<file path="src/rtl/rfm_pkg.sv">
`timescale 1ns/1ps
package rfm_pkg;
  localparam int unsigned TALLY_W = 3;
  localparam logic [TALLY_W-1:0] TALLY_MAX = '1;
endpackage

</file>
<file path="src/rtl/rfm_edge.sv">
`timescale 1ns/1ps
module rfm_edge #(
  parameter int unsigned W = 4
) (
  input  logic         clk_i,
  input  logic         rst_ni,
  input  logic [W-1:0] lvl_i,
  input  logic [W-1:0] rearm_i,
  output logic [W-1:0] rise_o
);
  logic [W-1:0] prev_q;

  for (genvar g = 0; g < W; g++) begin : g_bit
    always_ff @(posedge clk_i or negedge rst_ni) begin
      if (!rst_ni) prev_q[g] <= 1'b0;
      else         prev_q[g] <= lvl_i[g] & ~rearm_i[g];  // rearm lets a held level count again
    end
    assign rise_o[g] = lvl_i[g] & ~prev_q[g];

    p_once_per_attempt_r4: assert property (@(posedge clk_i) disable iff (!rst_ni)
      lvl_i[g] && !rearm_i[g] |=> !rise_o[g]);
  end
endmodule

</file>
<file path="src/rtl/rfm_tally.sv">
`timescale 1ns/1ps
module rfm_tally
  import rfm_pkg::*;
#(
  parameter int unsigned QUIET_LIMIT = 16384,
  parameter int unsigned COLD_LIMIT  = 4,
  parameter int unsigned WARM_LIMIT  = 5,
  parameter int unsigned EVT_W       = 3
) (
  input  logic             clk_i,
  input  logic             rst_ni,
  input  logic             tick_i,
  input  logic             cold_i,
  input  logic             run_i,
  input  logic             clr_trip_i,
  input  logic [EVT_W-1:0] n_evt_i,
  output logic             trip_o
);
  localparam int unsigned QW = $clog2(QUIET_LIMIT + 1);
  localparam logic [QW-1:0] QLIM = QW'(QUIET_LIMIT);

  logic [TALLY_W-1:0] cnt_q, cnt_nxt;
  logic [QW-1:0]      quiet_q;
  int unsigned        sum, limit;

  always_comb begin
    sum     = int'(cnt_q) + int'(n_evt_i);
    cnt_nxt = (sum > int'(TALLY_MAX)) ? TALLY_MAX : TALLY_W'(sum);
    limit   = cold_i ? COLD_LIMIT : WARM_LIMIT;
  end

  always_ff @(posedge clk_i or negedge rst_ni) begin
    if (!rst_ni) begin
      cnt_q   <= '0;
      quiet_q <= '0;
    end else if (!run_i) begin
      cnt_q   <= '0;
      quiet_q <= '0;
    end else if (n_evt_i != '0) begin
      cnt_q   <= cnt_nxt;
      quiet_q <= '0;
    end else if (tick_i && quiet_q != QLIM) begin
      quiet_q <= quiet_q + 1'b1;
      if (quiet_q == QLIM - 1'b1) cnt_q <= '0;
    end
  end

  always_ff @(posedge clk_i or negedge rst_ni) begin
    if (!rst_ni)                                                 trip_o <= 1'b0;
    else if (clr_trip_i)                                         trip_o <= 1'b0;
    else if (run_i && n_evt_i != '0 && int'(cnt_nxt) >= limit)   trip_o <= 1'b1;
  end

  p_quiet_restart_r5: assert property (@(posedge clk_i) disable iff (!rst_ni)
    run_i && n_evt_i != '0 |=> quiet_q == '0);
  p_tally_trips_r6: assert property (@(posedge clk_i) disable iff (!rst_ni)
    run_i && int'(cnt_q) >= WARM_LIMIT |-> trip_o);
endmodule

</file>
<file path="src/rtl/rfm_latch.sv">
`timescale 1ns/1ps
module rfm_latch (
  input  logic clk_i,
  input  logic rst_ni,
  input  logic s5_n_i,
  input  logic por_i,
  input  logic ov_i,
  input  logic hot_i,
  output logic ov_o,
  output logic hot_o,
  output logic s5_rise_o
);
  logic s5_q;

  always_ff @(posedge clk_i or negedge rst_ni) begin
    if (!rst_ni) s5_q <= 1'b1;
    else         s5_q <= s5_n_i;
  end
  assign s5_rise_o = s5_n_i & ~s5_q;

  always_ff @(posedge clk_i or negedge rst_ni) begin
    if (!rst_ni)        ov_o <= 1'b0;
    else if (ov_i)      ov_o <= 1'b1;
    else if (s5_rise_o) ov_o <= 1'b0;
  end

  always_ff @(posedge clk_i or negedge rst_ni) begin
    if (!rst_ni)                  hot_o <= 1'b0;
    else if (hot_i)               hot_o <= 1'b1;
    else if (por_i || s5_rise_o)  hot_o <= 1'b0;
  end

  p_ov_sets_r7: assert property (@(posedge clk_i) disable iff (!rst_ni)
    ov_i |=> ov_o);
  p_ov_holds_r7: assert property (@(posedge clk_i) disable iff (!rst_ni)
    ov_o && !s5_rise_o |=> ov_o);
  p_hot_holds_r8: assert property (@(posedge clk_i) disable iff (!rst_ni)
    hot_o && !por_i && !s5_rise_o |=> hot_o);
endmodule

</file>
<file path="src/rtl/rail_fault_mgr.sv">
`timescale 1ns/1ps
module rail_fault_mgr #(
  parameter int unsigned NUM_RAILS   = 5,
  parameter int unsigned CORE_IDX    = 0,
  parameter int unsigned TERM_IDX    = 1,
  parameter int unsigned QUIET_LIMIT = 16384,
  parameter int unsigned COLD_LIMIT  = 4,
  parameter int unsigned WARM_LIMIT  = 5
) (
  input  logic                 clk_i,
  input  logic                 rst_ni,
  input  logic                 tick_i,
  input  logic                 cold_start_i,
  input  logic                 s5_n_i,
  input  logic                 por_i,
  input  logic                 retry_i,
  input  logic [NUM_RAILS-1:0] uv_i,
  input  logic                 oc_core_i,
  input  logic                 ov_core_i,
  input  logic                 ov_term_i,
  input  logic                 therm_i,
  output logic [NUM_RAILS-1:0] rail_dis_o,
  output logic                 restart_req_o,
  output logic                 shutdown_o
);
  localparam int unsigned EW    = NUM_RAILS + 1;
  localparam int unsigned EVT_W = $clog2(NUM_RAILS + 2);

  logic [NUM_RAILS-1:0] dis_q, ev_uv, new_dis, oc_mask;
  logic [EW-1:0]        rise, rearm;
  logic [EVT_W-1:0]     n_evt;
  logic                 ev_oc, halt, trip, ov_lat, hot_lat, s5_rise;

  always_comb begin
    oc_mask           = '0;
    oc_mask[CORE_IDX] = 1'b1;
    oc_mask[TERM_IDX] = 1'b1;
  end

  assign rearm = retry_i ? {dis_q[CORE_IDX], dis_q} : '0;

  rfm_edge #(.W(EW)) u_edge (
    .clk_i   (clk_i),
    .rst_ni  (rst_ni),
    .lvl_i   ({oc_core_i, uv_i}),
    .rearm_i (rearm),
    .rise_o  (rise)
  );

  assign shutdown_o = trip | ov_lat | hot_lat;
  assign halt       = shutdown_o | ~s5_n_i;
  assign ev_uv      = rise[NUM_RAILS-1:0] & ~dis_q & {NUM_RAILS{~halt}};
  assign ev_oc      = rise[NUM_RAILS] & ~dis_q[CORE_IDX] & ~halt;
  assign new_dis    = ev_uv | (ev_oc ? oc_mask : '0);

  always_comb begin
    n_evt = EVT_W'(ev_oc);
    for (int i = 0; i < NUM_RAILS; i++) n_evt = n_evt + EVT_W'(ev_uv[i]);
  end

  always_ff @(posedge clk_i or negedge rst_ni) begin
    if (!rst_ni)      dis_q <= '0;
    else if (!s5_n_i) dis_q <= '0;
    else if (retry_i) dis_q <= new_dis;
    else              dis_q <= dis_q | new_dis;
  end

  rfm_tally #(
    .QUIET_LIMIT (QUIET_LIMIT),
    .COLD_LIMIT  (COLD_LIMIT),
    .WARM_LIMIT  (WARM_LIMIT),
    .EVT_W       (EVT_W)
  ) u_tally (
    .clk_i      (clk_i),
    .rst_ni     (rst_ni),
    .tick_i     (tick_i),
    .cold_i     (cold_start_i),
    .run_i      (s5_n_i),
    .clr_trip_i (s5_rise),
    .n_evt_i    (n_evt),
    .trip_o     (trip)
  );

  rfm_latch u_latch (
    .clk_i     (clk_i),
    .rst_ni    (rst_ni),
    .s5_n_i    (s5_n_i),
    .por_i     (por_i),
    .ov_i      (ov_core_i | ov_term_i),
    .hot_i     (therm_i),
    .ov_o      (ov_lat),
    .hot_o     (hot_lat),
    .s5_rise_o (s5_rise)
  );

  assign rail_dis_o    = dis_q | {NUM_RAILS{shutdown_o}};
  assign restart_req_o = (|dis_q) & ~shutdown_o;

  p_fault_disables_r2: assert property (@(posedge clk_i) disable iff (!rst_ni)
    s5_n_i && ev_uv != '0 |=> (rail_dis_o & $past(ev_uv)) == $past(ev_uv));
  p_halt_blocks_r10: assert property (@(posedge clk_i) disable iff (!rst_ni)
    !s5_n_i |=> dis_q == '0);
endmodule

</file>
<file path="config.mk">
export PLATFORM = sky130hd
export DESIGN_NAME = rail_fault_mgr
export DESIGN_NICKNAME = d
export VERILOG_FILES = /design/src/rtl/rfm_pkg.sv /design/src/rtl/rfm_edge.sv /design/src/rtl/rfm_tally.sv /design/src/rtl/rfm_latch.sv /design/src/rtl/rail_fault_mgr.sv
export SDC_FILE = /design/constraint.sdc
export NUM_CORES = 1
export LEC_CHECK = 0
export ABC_CLOCK_PERIOD_IN_PS = 9400
export BUFFER_PORTS_ARGS = -buffer_cell sky130_fd_sc_hd__buf_2
export CORE_MARGIN = 1
export CORE_UTILIZATION = 40
export DETAILED_ROUTE_END_ITERATION = 6
export HOLD_SLACK_MARGIN = 0.02
export MAX_ROUTING_LAYER = met4
export PLACE_DENSITY_LB_ADDON = 0.3
export SLEW_MARGIN = 10
export SYNTH_ARGS = -nofsm -noshare
export SYNTH_HDL_FRONTEND = slang
export SYNTH_SLANG_ARGS = --single-unit
export TNS_END_PERCENT = 5
</file>
<file path="constraint.sdc">
create_clock -name clk_i -period 9.4 [get_ports clk_i]
set_input_delay 1.88 -clock clk_i [delete_from_list [all_inputs] [get_ports clk_i]]
set_output_delay 1.88 -clock clk_i [all_outputs]
set_load 0.05 [all_outputs]
</file>
**After elaboration in Yosys (flattened, before gate mapping)**

Cells that the tools add are included.

- Register bits: 33
- Input bits: 16
- Output and inout bits: 7
- Logic and storage cells: 98

- $add $sub $neg: 7
- Magnitude comparators: 2
- Equality and inequality tests: 4
- Muxes and demuxes: 19
- Bitwise gates (word level): 43
- Reduce and logical (&&, ||, !) cells: 10

Operators by type and width:

| kind | count |
|---|---|
| $mux W15 | 3 |
| $ge A3 B32 Y1 | 1 |
| $gt A32 B3 Y1 const B | 1 |
| $not A1 Y1 | 17 |
| $and A1 B1 Y1 | 16 |
| $add A15 B1 Y15 const B | 1 |
| $eq A15 B14 Y1 const B | 1 |
| $mux W3 | 5 |
| $ne A15 B15 Y1 const B | 1 |
| $and A5 B5 Y5 | 2 |
| $mux W5 | 2 |
| $or A5 B5 Y5 | 2 |
| $add A3 B1 Y3 | 3 |
| $mux W1 | 7 |
| $mux W6 | 1 |
| $ne A3 B1 Y1 const B | 2 |
| $reduce_bool A2 Y1 | 3 |
| $not A5 Y5 | 1 |
| $or A5 B2 Y5 | 1 |
| $reduce_or A5 Y1 | 1 |
| $add A3 B3 Y4 | 1 |
| $or A1 B1 Y1 | 4 |
| $add A2 B1 Y3 | 1 |
| $logic_and A1 B1 Y1 | 3 |
| 5 further kinds | 5 |

**Logic depth before layout (Yosys ltp)**

Gate-level depths: netlist (run 1).

- Word-level depth: 17
- Mapped depth: 17
- Mapped depth without buffers: 17

**Modules after synthesis**

From an unflattened synthesis (run 1), not the netlist that was laid out.

- Cells, all modules: 194
- Area, all modules: 2020.7 µm²

Modules (own cells, without submodules):

| module | times used | cells each | area each (µm²) | seq. area each (µm²) |
|---|---|---|---|---|
| rfm_tally | 1 | 118 | 1138.6 | 475.5 |
| rail_fault_mgr | 1 | 50 | 451.7 | 125.1 |
| rfm_edge | 1 | 18 | 315.3 | 150.1 |
| rfm_latch | 1 | 8 | 115.1 | 76.3 |

**Worst setup path before layout (run 1)**

No wires, ideal clock.

- Kind: input to register
- Start: input port s5_n_i
- End: register u_tally.trip_o
- Library setup time: 0.119 ns
- Arrival: 5.760 ns
- Data required time: 9.281 ns
- Path slack: 3.521 ns
- Stages: 16
- Buffers on the path: 1
- Path through: clkbuf_1 > nand2_1 > or3_1 > fa_1 > fa_1 > inv_1 > ha_1 > fa_1 > ha_1 > a21o_1 > a21o_1 > nor2_1 > ha_1 > o21ai_0 > a21oi_1 > o21a_1

- Longest elaborated chain between the ends: 15
- Elaborated cells between the ends (all ways): 20
- Those cells by class: add/sub (6); order compare (2); mux (2); bitwise (6); reduce/logical (4)

RTL lines:

| what | RTL line | text |
|---|---|---|
| start: declaration | rail_fault_mgr.sv:14 | `input logic s5_n_i,` |
| $not A1 Y1 | rail_fault_mgr.sv:51 | `assign halt = shutdown_o \| ~s5_n_i;` |
| $or A1 B1 Y1 | rail_fault_mgr.sv:51 |  |
| $not A1 Y1 | rail_fault_mgr.sv:52, rail_fault_mgr.sv:53 |  |
| $and A1 B1 Y1 or $and A5 B5 Y5 (tied branches) | rail_fault_mgr.sv:53, rail_fault_mgr.sv:52 |  |
| $add A1 B1 Y2 | rail_fault_mgr.sv:58 | `for (int i = 0; i < NUM_RAILS; i++) n_evt = n_evt + EVT_W'(ev_uv[i]);` |
| $add A2 B1 Y3 | rail_fault_mgr.sv:58 |  |
| $add A3 B1 Y3 (3 in series) | rail_fault_mgr.sv:58 |  |
| $add A3 B3 Y4 | rfm_tally.sv:27 | `sum = int'(cnt_q) + int'(n_evt_i);` |
| $gt A32 B3 Y1 | rfm_tally.sv:28 | `cnt_nxt = (sum > int'(TALLY_MAX)) ? TALLY_MAX : TALLY_W'(sum);` |
| $mux W3 | rfm_tally.sv:28 |  |
| $ge A3 B32 Y1 | rfm_tally.sv:51 | `else if (run_i && n_evt_i != '0 && int'(cnt_nxt) >= limit) trip_o <= 1'b1;` |
| $logic_and A1 B1 Y1 | rfm_tally.sv:51 |  |
| $reduce_bool A2 Y1 (no source line) | - |  |
| end: declaration | rfm_tally.sv:17 | `output logic trip_o` |

Several ways; a longest one is shown, not always the timed one.
A chain may end at the register's enable or synchronous reset.

**Worst setup path in the final report (run 1)**

Ends and elaborated chain as after synthesis.

==> key figures, run 1 <==
Status
  – Outcome: finished, violations left
  – Failing checks: DRC

STA
  – Slew headroom: 44.4%
  – Tmin final: 5810 ps
  – Final Hold Vio Count: 0
  – Worst-Margin Slew: 830 ps
  – Period utilisation layout: 61.8%
  – Max Freq: 172 MHz
  – RSZ-0062 raised after global routing: no
  – Final setup fails: 0
  – Clk_skew: 6.47 ps
  – Setup TNS: 0 ps
  – Fin. max-slew vios: 0

Route
  – Routed vias: 1,407
  – Drc violations: 2
  – Iteration-0 DRC Markers: 70
  – WL per Instance: 13.6 um
  – Antenna Violating Nets Remaining: 0
  – Pre-antenna DRT Iters: 7
  – Total wire length: 3.57 mm
  – Vias per std cell: 5.35

Clocking
  – H-tree depth: 2
  – CTS max path bufs: 2
  – Root Buffer: clkbuf_8
  – CTS tree: built
  – Hold Buf Count CTS: 0
  – Postcts setup bufs: 0
  – Worst-Skew Late Latency: 290 ps
  – Cts bufs inserted: 5
  – Clock-pin slew on the worst setup and hold paths: 70 ps
  – Post-CTS resize count: 0
  – CTS Sinks: 33

Yosys
  – Synthesized area: 0.00190 mm^2
  – Largest family of logic cells by synthesized area: simple AND/OR/NAND/NOR gates
  – Area fraction in compound gates after synthesis: 11.4%
  – Ys flop type: dfrtp_1
  – Number of flops mapped to enable cells by yosys: 0
  – Post-Synth XOR/XNOR Area: 5.99%
  – Post-synth ARST share: 100%
  – Post-synthesis register bit count: 33
  – Syn_nets: 213
  – Dominant cell by count in the synthesized netlist: dfrtp_1
  – Multiplexer area fraction after synthesis: 0%
  – Syn Inst Count: 186
  – Synth top area cells: dfrtp_1 42%, ha_1 4.6%, xnor2_1 4.6%, fa_1 4.2%, nor2_1 3.8%
  – Syn_area_per_cell: 10.2 um^2
  – Leading area contributor after synthesis: dfrtp_1
  – Post-synth top area share: 42.1%
  – Synthesized-area fraction occupied by and/or/nand/nor cells: 26.7%
  – Seq/Total Area, Yosys: 43.5%
  – Unique cell type count in the Yosys netlist: 40
  – Syn. warnings: 0
  – Post-synthesis adder-cell area fraction: 8.82%
  – Top post-synthesis cells by count: 32 x dfrtp_1, 19 x nor2_1, 11 x inv_1, 11 x nand2b_1, 10 x xnor2_1

Critical path
  – Max incr delay on CP: 600 ps
  – CP bufs+invs: 2
  – Required @ worst endpoint: 9580 ps
  – Arrival @ worst endpoint: 5990 ps
  – CP max-delay cell: fa_1
  – Crit path capture type: flop
  – CP top delay family: adder cells
  – Startpoint Class: input port
  – CP Max Fanout: 15
  – Critical path class: in2reg
  – Worst-path cell chain: buf_2 > nand2_1 > or3_1 > fa_1 > fa_1 > inv_1 > ha_1 > fa_1 > ha_1 > a21o_1 > a21o_1 > nor2_1 > ha_1 > o21ai_0 > a21oi_1 > o21a_1

Placed design
  – Number of I/O port buffers: 22
  – Final RePlAce weighted congestion: 0.776
  – DP HPWL: 2.51 mm
  – Cell Area, Placed: 0.00205 mm^2

Global route
  – First-pass GRT wire length: 6.06 mm
  – Initial antenna violation count: 0
  – Vias in the first global route: 1,300
  – GRT Resource Usage Total: 16.3%
  – Gr ovfl total: 0
  – Largest net degree at the start of global routing: 34

Final layout
  – Final #Nets: 237
  – Diodes inserted: 0
  – Final-layout fill cell count: 408
  – FF/Latch Area: 827 um^2
  – P&R area growth vs syn: 12.1%
  – Fin area: 0.00213 mm^2
  – Multi-input logic area: 0.00100 mm^2
  – Layout cells sized above 1: 19.4%

Job
  – Max-cap violation count: 0

Floorplanning
  – Die X: 70.9 um
  – Row count: 24
  – I/O pin cnt: 23
  – Die ar.: 0.00503 mm^2
  – Die Y: 70.9 um
  – Starting density of the core: 42.5%
  – Core Footprint: 0.00447 mm^2

Min path
  – Tightest Hold Check Type: reg2reg

Power
  – Pleak: 0.000940 uW
  – Cell Pwr Density: 129 mW/mm^2
  – Worst IR Drop VDD: 0.0628 mV
## layout make-up
cell class / instances / share of cell area, %
flip-flops and latches: 33 / 38.8
clock buffers: 6 / 3.41
clock inverters: 2 / 0.470
well taps: 52 / 3.05
repair buffers: 22 / 5.17
inverters: 11 / 1.94
multi-input cells: 137 / 47.2
## layer usage
| layer | track usage (%) | share of wire, % | vias up |
|---|---|---|---|
| li1 | - | - | 694 |
| met1 | 21.6 | 50 | 664 |
| met2 | 23.5 | 44 | 44 |
| met3 | 4.99 | 4.8 | 5 |
| met4 | 6.00 | 1.2 | 0 |
| met5 | - | 0 | - |
## state kept, by name (all words and copies together) (netlist names)
signal           count
u_latch.ov_o         1
u_latch.s5_q         1
u_edge.prev_q        6
u_latch.hot_o        1
dis_q                5
u_tally.quiet_q     15
u_tally.trip_o       1
u_tally.cnt_q        3
## path summary, 6_finish.rpt
kind	slack (ps)	start	endpoint	cells after the start
max	3590	s5_n_i	u_tally.trip_o$_DFFE_PN0P_	16
min	520	dis_q[4]$_DFF_PN0_	u_edge.prev_q[4]$_DFF_PN0_	1
max reg2reg	4280	u_latch.hot_o$_DFFE_PN0P_	u_tally.trip_o$_DFFE_PN0P_	16
min reg2reg	520	dis_q[4]$_DFF_PN0_	u_edge.prev_q[4]$_DFF_PN0_	1
max in group asynchronous	7250	rst_ni	u_tally.quiet_q[13]$_DFFE_PN0P_	1
min in group asynchronous	1660	rst_ni	u_latch.hot_o$_DFFE_PN0P_	1
## where the power goes
| part | internal, uW | leakage, uW | switching, uW | total, uW |
|---|---|---|---|---|
| clock | 51.3 | 0.0000450 | 53.5 | 105 |
| combinational | 8.04 | 0.000460 | 14.0 | 22.1 |
| sequential | 145 | 0.000435 | 2.44 | 148 |
## cell usage in the layout (no fill, tap or decap), types with 7 or more instances in the layout
cell type and count:
nand3_1 8, dfrtp_1 32, nand2_1 9, buf_2 22, ha_1 7, xnor2_1 10, nand2b_1 11, inv_1 11
a21oi_1 7, nor3_1 7, nor2_1 19
## kinds of logic (layout without fill, tap and decap cells)
family	count (synthesis)	after routing
AND/OR/NAND/NOR	82	82
flip-flops	33	33
AO/OA/AOI/OAI	31	31
buffers and inverters	16	41
XOR/XNOR	13	13
adder cells (fa/ha/maj)	11	11
## through the flow
| step | total power (uW) | worst slack (ps) | hold slack [ps] | std cells | util, % |
|---|---|---|---|---|---|
| finish | 275 | 3590 | 521 | 263 | 47.6 |
| global route | 287 | 3330 | 548 | 263 | 47.6 |
| CTS | 278 | 3570 | 526 | 263 | 47.6 |
| detailed placement | 172 | 3270 | 515 | 255 | 45.8 |
| global placement | 172 | 3410 | 500 | 255 | 45.8 |
| floorplan | 163 | 3520 | 480 | 186 | - |
No activity file was read; power rests on OpenSTA's default activity.
==> inputs of run 2 (changes only) <==
ABC_AREA = 1   (was default)
ABC_CLOCK_PERIOD_IN_PS = 5500   (was 9400)
clock period = 5.5 ns   (was 9.4 ns; I/O delays follow)
==> key figures, run 2 <==
Clocking
  – Cts bufs inserted: 5 (unchanged)
  – Post-CTS resize count: 0 (unchanged)
  – CTS max path bufs: 2 (unchanged)
  – CTS tree: built
  – CTS Sinks: 33 (unchanged)
  – Worst-Skew Late Latency: 280 ps (about the same)
  – Hold Buf Count CTS: 0 (unchanged)
  – Postcts setup bufs: 0 (unchanged)
  – Root Buffer: clkbuf_8
  – H-tree depth: 2 (unchanged)
  – Clock-pin slew on the worst setup and hold paths: 70 ps (about the same)

STA
  – Tmin final: 4560 ps
  – Hold slack final: 468 ps (-52.8 ps)
  – Clk_skew: 2.23 ps (-4.24 ps)
  – Final setup fails: 0 (unchanged)
  – Period utilisation layout: 83.0%
  – Fin. max-slew vios: 0 (unchanged)
  – Final Hold Vio Count: 0 (unchanged)
  – Slew headroom: 50.9% (+6.5 points)
  – Worst setup margin: 938 ps (-2650 ps)
  – RSZ-0062 raised after global routing: no
  – Setup TNS: 0 ps (unchanged)
  – Worst-Margin Slew: 737 ps (-92.8 ps)
  – Max Freq: 219 MHz

Min path
  – Tightest Hold Check Type: reg2reg

Route
  – WL per Instance: 11.6 um (-15%)
  – DRT met1 WL: 2.05 mm (+15%)
  – Met2 wire len: 1.89 mm (+20%)
  – Max layer used: met4
  – Drc violations: 0 (-2)
  – Iteration-0 DRC Markers: 134 (+91%)
  – Met3 WL: 123 um (-28%)
  – Total wire length: 4.12 mm (+16%)
  – Vias per std cell: 4.76 (-11%)
  – Routed vias: 1,701 (+21%)
  – Antenna Violating Nets Remaining: 0 (unchanged)
  – Pre-antenna DRT Iters: 4 (-3)

Power
  – Clock power share: 38.7% (+0.5 points)
  – Worst IR Drop VDD: 0.0894 mV (+42%)
  – Pleak: 0.00112 uW (+19%)
  – Cell Pwr Density: 206 mW/mm^2 (+60%)
  – Net switching power of the design: 129 uW (+84%)
  – Gate power share: 8.6% (+0.6 points)
  – Sw Share: 27.0% (+1.5 points)
  – Reg power frac: 52.6% (-1.2 points)
  – Pint: 348 uW (+70%)

Floorplanning
  – Row count: 25 (+4.2%)
  – Die ar.: 0.00539 mm^2 (+7.2%)
  – Die Y: 73.5 um (+3.6%)
  – Core Footprint: 0.00482 mm^2 (+7.7%)
  – Die X: 73.5 um (+3.6%)
  – Starting density of the core: 42.4% (-0.088 points)
  – I/O pin cnt: 23 (unchanged)

Final layout
  – Multi-input logic area: 0.00106 mm^2 (+5.7%)
  – Max reg flops: 15 (unchanged)
  – Final #Nets: 316 (+33%)
  – Diodes inserted: 0 (unchanged)
  – Most frequent cells in the layout: 69 x nand2_1, 32 x inv_1, 32 x dfrtp_1
  – Largest registers: u_tally.quiet_q (15), u_edge.prev_q (6), dis_q (5)
  – Layout cells sized above 1: 19.3% (-0.12 points)
  – P&R area growth vs syn: 13.3%
  – FF/Latch Area: 827 um^2 (unchanged)
  – Reg with most FFs: u_tally.quiet_q
  – Final-layout fill cell count: 494 (+21%)
  – Most common cell after layout, fill and taps aside: nand2_1

Yosys
  – Syn_nets: 289 (+36%)
  – Post-synth top area share: 39.2% (-2.9 points)
  – Seq/Total Area, Yosys: 40.5% (-3.0 points)
  – Top post-synthesis cells by count: 69 x nand2_1, 32 x dfrtp_1, 32 x inv_1
  – Ys flop type: dfrtp_1
  – Dominant cell by count in the synthesized netlist: nand2_1
  – Synthesized area: 0.00204 mm^2 (+7.4%)
  – Leading area contributor after synthesis: dfrtp_1
  – Syn Inst Count: 262 (+41%)
  – Synth top area cells: dfrtp_1 39%, nand2_1 13%, inv_1 5.9%, nor2_1 5.7%, ha_1 4.3%
  – Syn. warnings: 0 (unchanged)
  – Syn_area_per_cell: 7.79 um^2 (-24%)
  – Post-synth ARST share: 100% (unchanged)
  – Unique cell type count in the Yosys netlist: 36 (-10%)
  – Number of flops mapped to enable cells by yosys: 0 (unchanged)
  – Post-synthesis register bit count: 33 (unchanged)

Critical path
  – Max incr delay on CP: 560 ps (-40 ps)
  – CP Max Fanout: 10 (-5)
  – Startpoint Class: input port
  – Critical path class: in2reg
  – Worst-path cell chain: buf_2 > inv_2 > nor2_2 > nand2_1 > fa_1 > fa_1 > inv_1 > ha_1 > fa_1 > ha_1 > nand3_1 > nand2_1 > nor2_1 > ha_1 > nand3b_1 > nand2_1 > a21oi_1
  – CP max-delay cell: fa_1
  – Crit path capture type: flop
  – Arrival @ worst endpoint: 4740 ps (-1250 ps)
  – Required @ worst endpoint: 5670 ps (-3910 ps)

Global route
  – Vias in the first global route: 1,604 (+23%)
  – Gr ovfl total: 0 (unchanged)
  – Largest net degree at the start of global routing: 34 (unchanged)
  – GRT Resource Usage Total: 18.1% (+1.8 points)
  – Initial antenna violation count: 0 (unchanged)
  – First-pass GRT wire length: 7.16 mm (+18%)

Status
  – Outcome: complete, no violations

Placed design
  – Pre-CTS setup slack: 630 ps (-2640 ps)
  – DP HPWL: 3.12 mm (+24%)
  – Final RePlAce weighted congestion: 0.850 (+9.5%)
  – Number of I/O port buffers: 22 (unchanged)

Job
  – Max-cap violation count: 0 (unchanged)
[run 2: cell types whose count changed in the layout (fill, tap and decap cells not counted), sizes merged, moves of 6 or more]
cell	previous run	this run
nor2	19	38
nand2b	11	0
nand2	9	74
nor2b	6	0
inv	11	35
o21ai	3	12
xnor2	10	2
[run 2: path summary, 6_finish.rpt]
check | startpoint | to | slack, ps | cells past startpoint
max | s5_n_i | u_tally.trip_o$_DFFE_PN0P_ | 940 | 17
min | dis_q[3]$_DFF_PN0_ | u_edge.prev_q[3]$_DFF_PN0_ | 470 | 1
max reg2reg | u_latch.hot_o$_DFFE_PN0P_ | u_tally.trip_o$_DFFE_PN0P_ | 1510 | 17
min reg2reg | dis_q[3]$_DFF_PN0_ | u_edge.prev_q[3]$_DFF_PN0_ | 470 | 1
max in group asynchronous | rst_ni | u_tally.quiet_q[2]$_DFFE_PN0P_ | 4160 | 1
min in group asynchronous | rst_ni | u_tally.quiet_q[9]$_DFFE_PN0P_ | 870 | 1
[run 2: logic make-up (layout without fill, tap and decap cells)]
kind of cell | Yosys count | in the layout | synth area share [%]
fa+ha+maj | 11 | 11 | 8.21
simple gates | 141 | 141 | 31.6
buf+inv | 39 | 67 | 7.48
flops | 33 | 33 | 40.5
compound gates | 33 | 33 | 10.1
xor+xnor | 5 | 5 | 2.14
[run 2: per-layer routing]
layer | vias to the layer above | GRT usage (%)
li1 | 888 | -
met1 | 784 | 23.2
met2 | 24 | 27.4
met3 | 5 | 4.66
met4 | 0 | 6.62
met5 | - | -
[run 2: per-stage QoR]
step	total power, uW	utilization [%]	std cells	instance area [um^2]
3_5_place_dp	298	46.2	349	2230
5_1_grt	499	48.0	357	2310
3_3_place_gp	298	46.2	349	2230
4_1_cts	484	48.0	357	2310
2_1_floorplan	281	-	262	2040
6_report	477	48.0	357	2310
[run 2: critical path: cells and delay by family]
kind	cells	cell delay, ps
buf+inv	3	380
simple gates	7	870
fa+ha+maj	6	2310
compound gates	1	60
[run 2: area by class of cell]
type	count	share of cell area [%]
Timing Repair Buffer	22	4.76
Inverter	37	6.22
Clock buffer	5	2.97
Sequential cell	33	35.7
Tap cell	67	3.62
Clock inverter	3	0.757
Multi-Input combinational cell	190	45.9
[run 2: power by group through the flow]
stage	clock, uW	sequential (uW)	combinational, uW
after floorplan	0	255	25.6
after global placement	0	256	41.9
after detailed placement	0	256	42.4
after CTS	191	251	42.4
after global routing	200	252	47.1
final	185	251	41.2
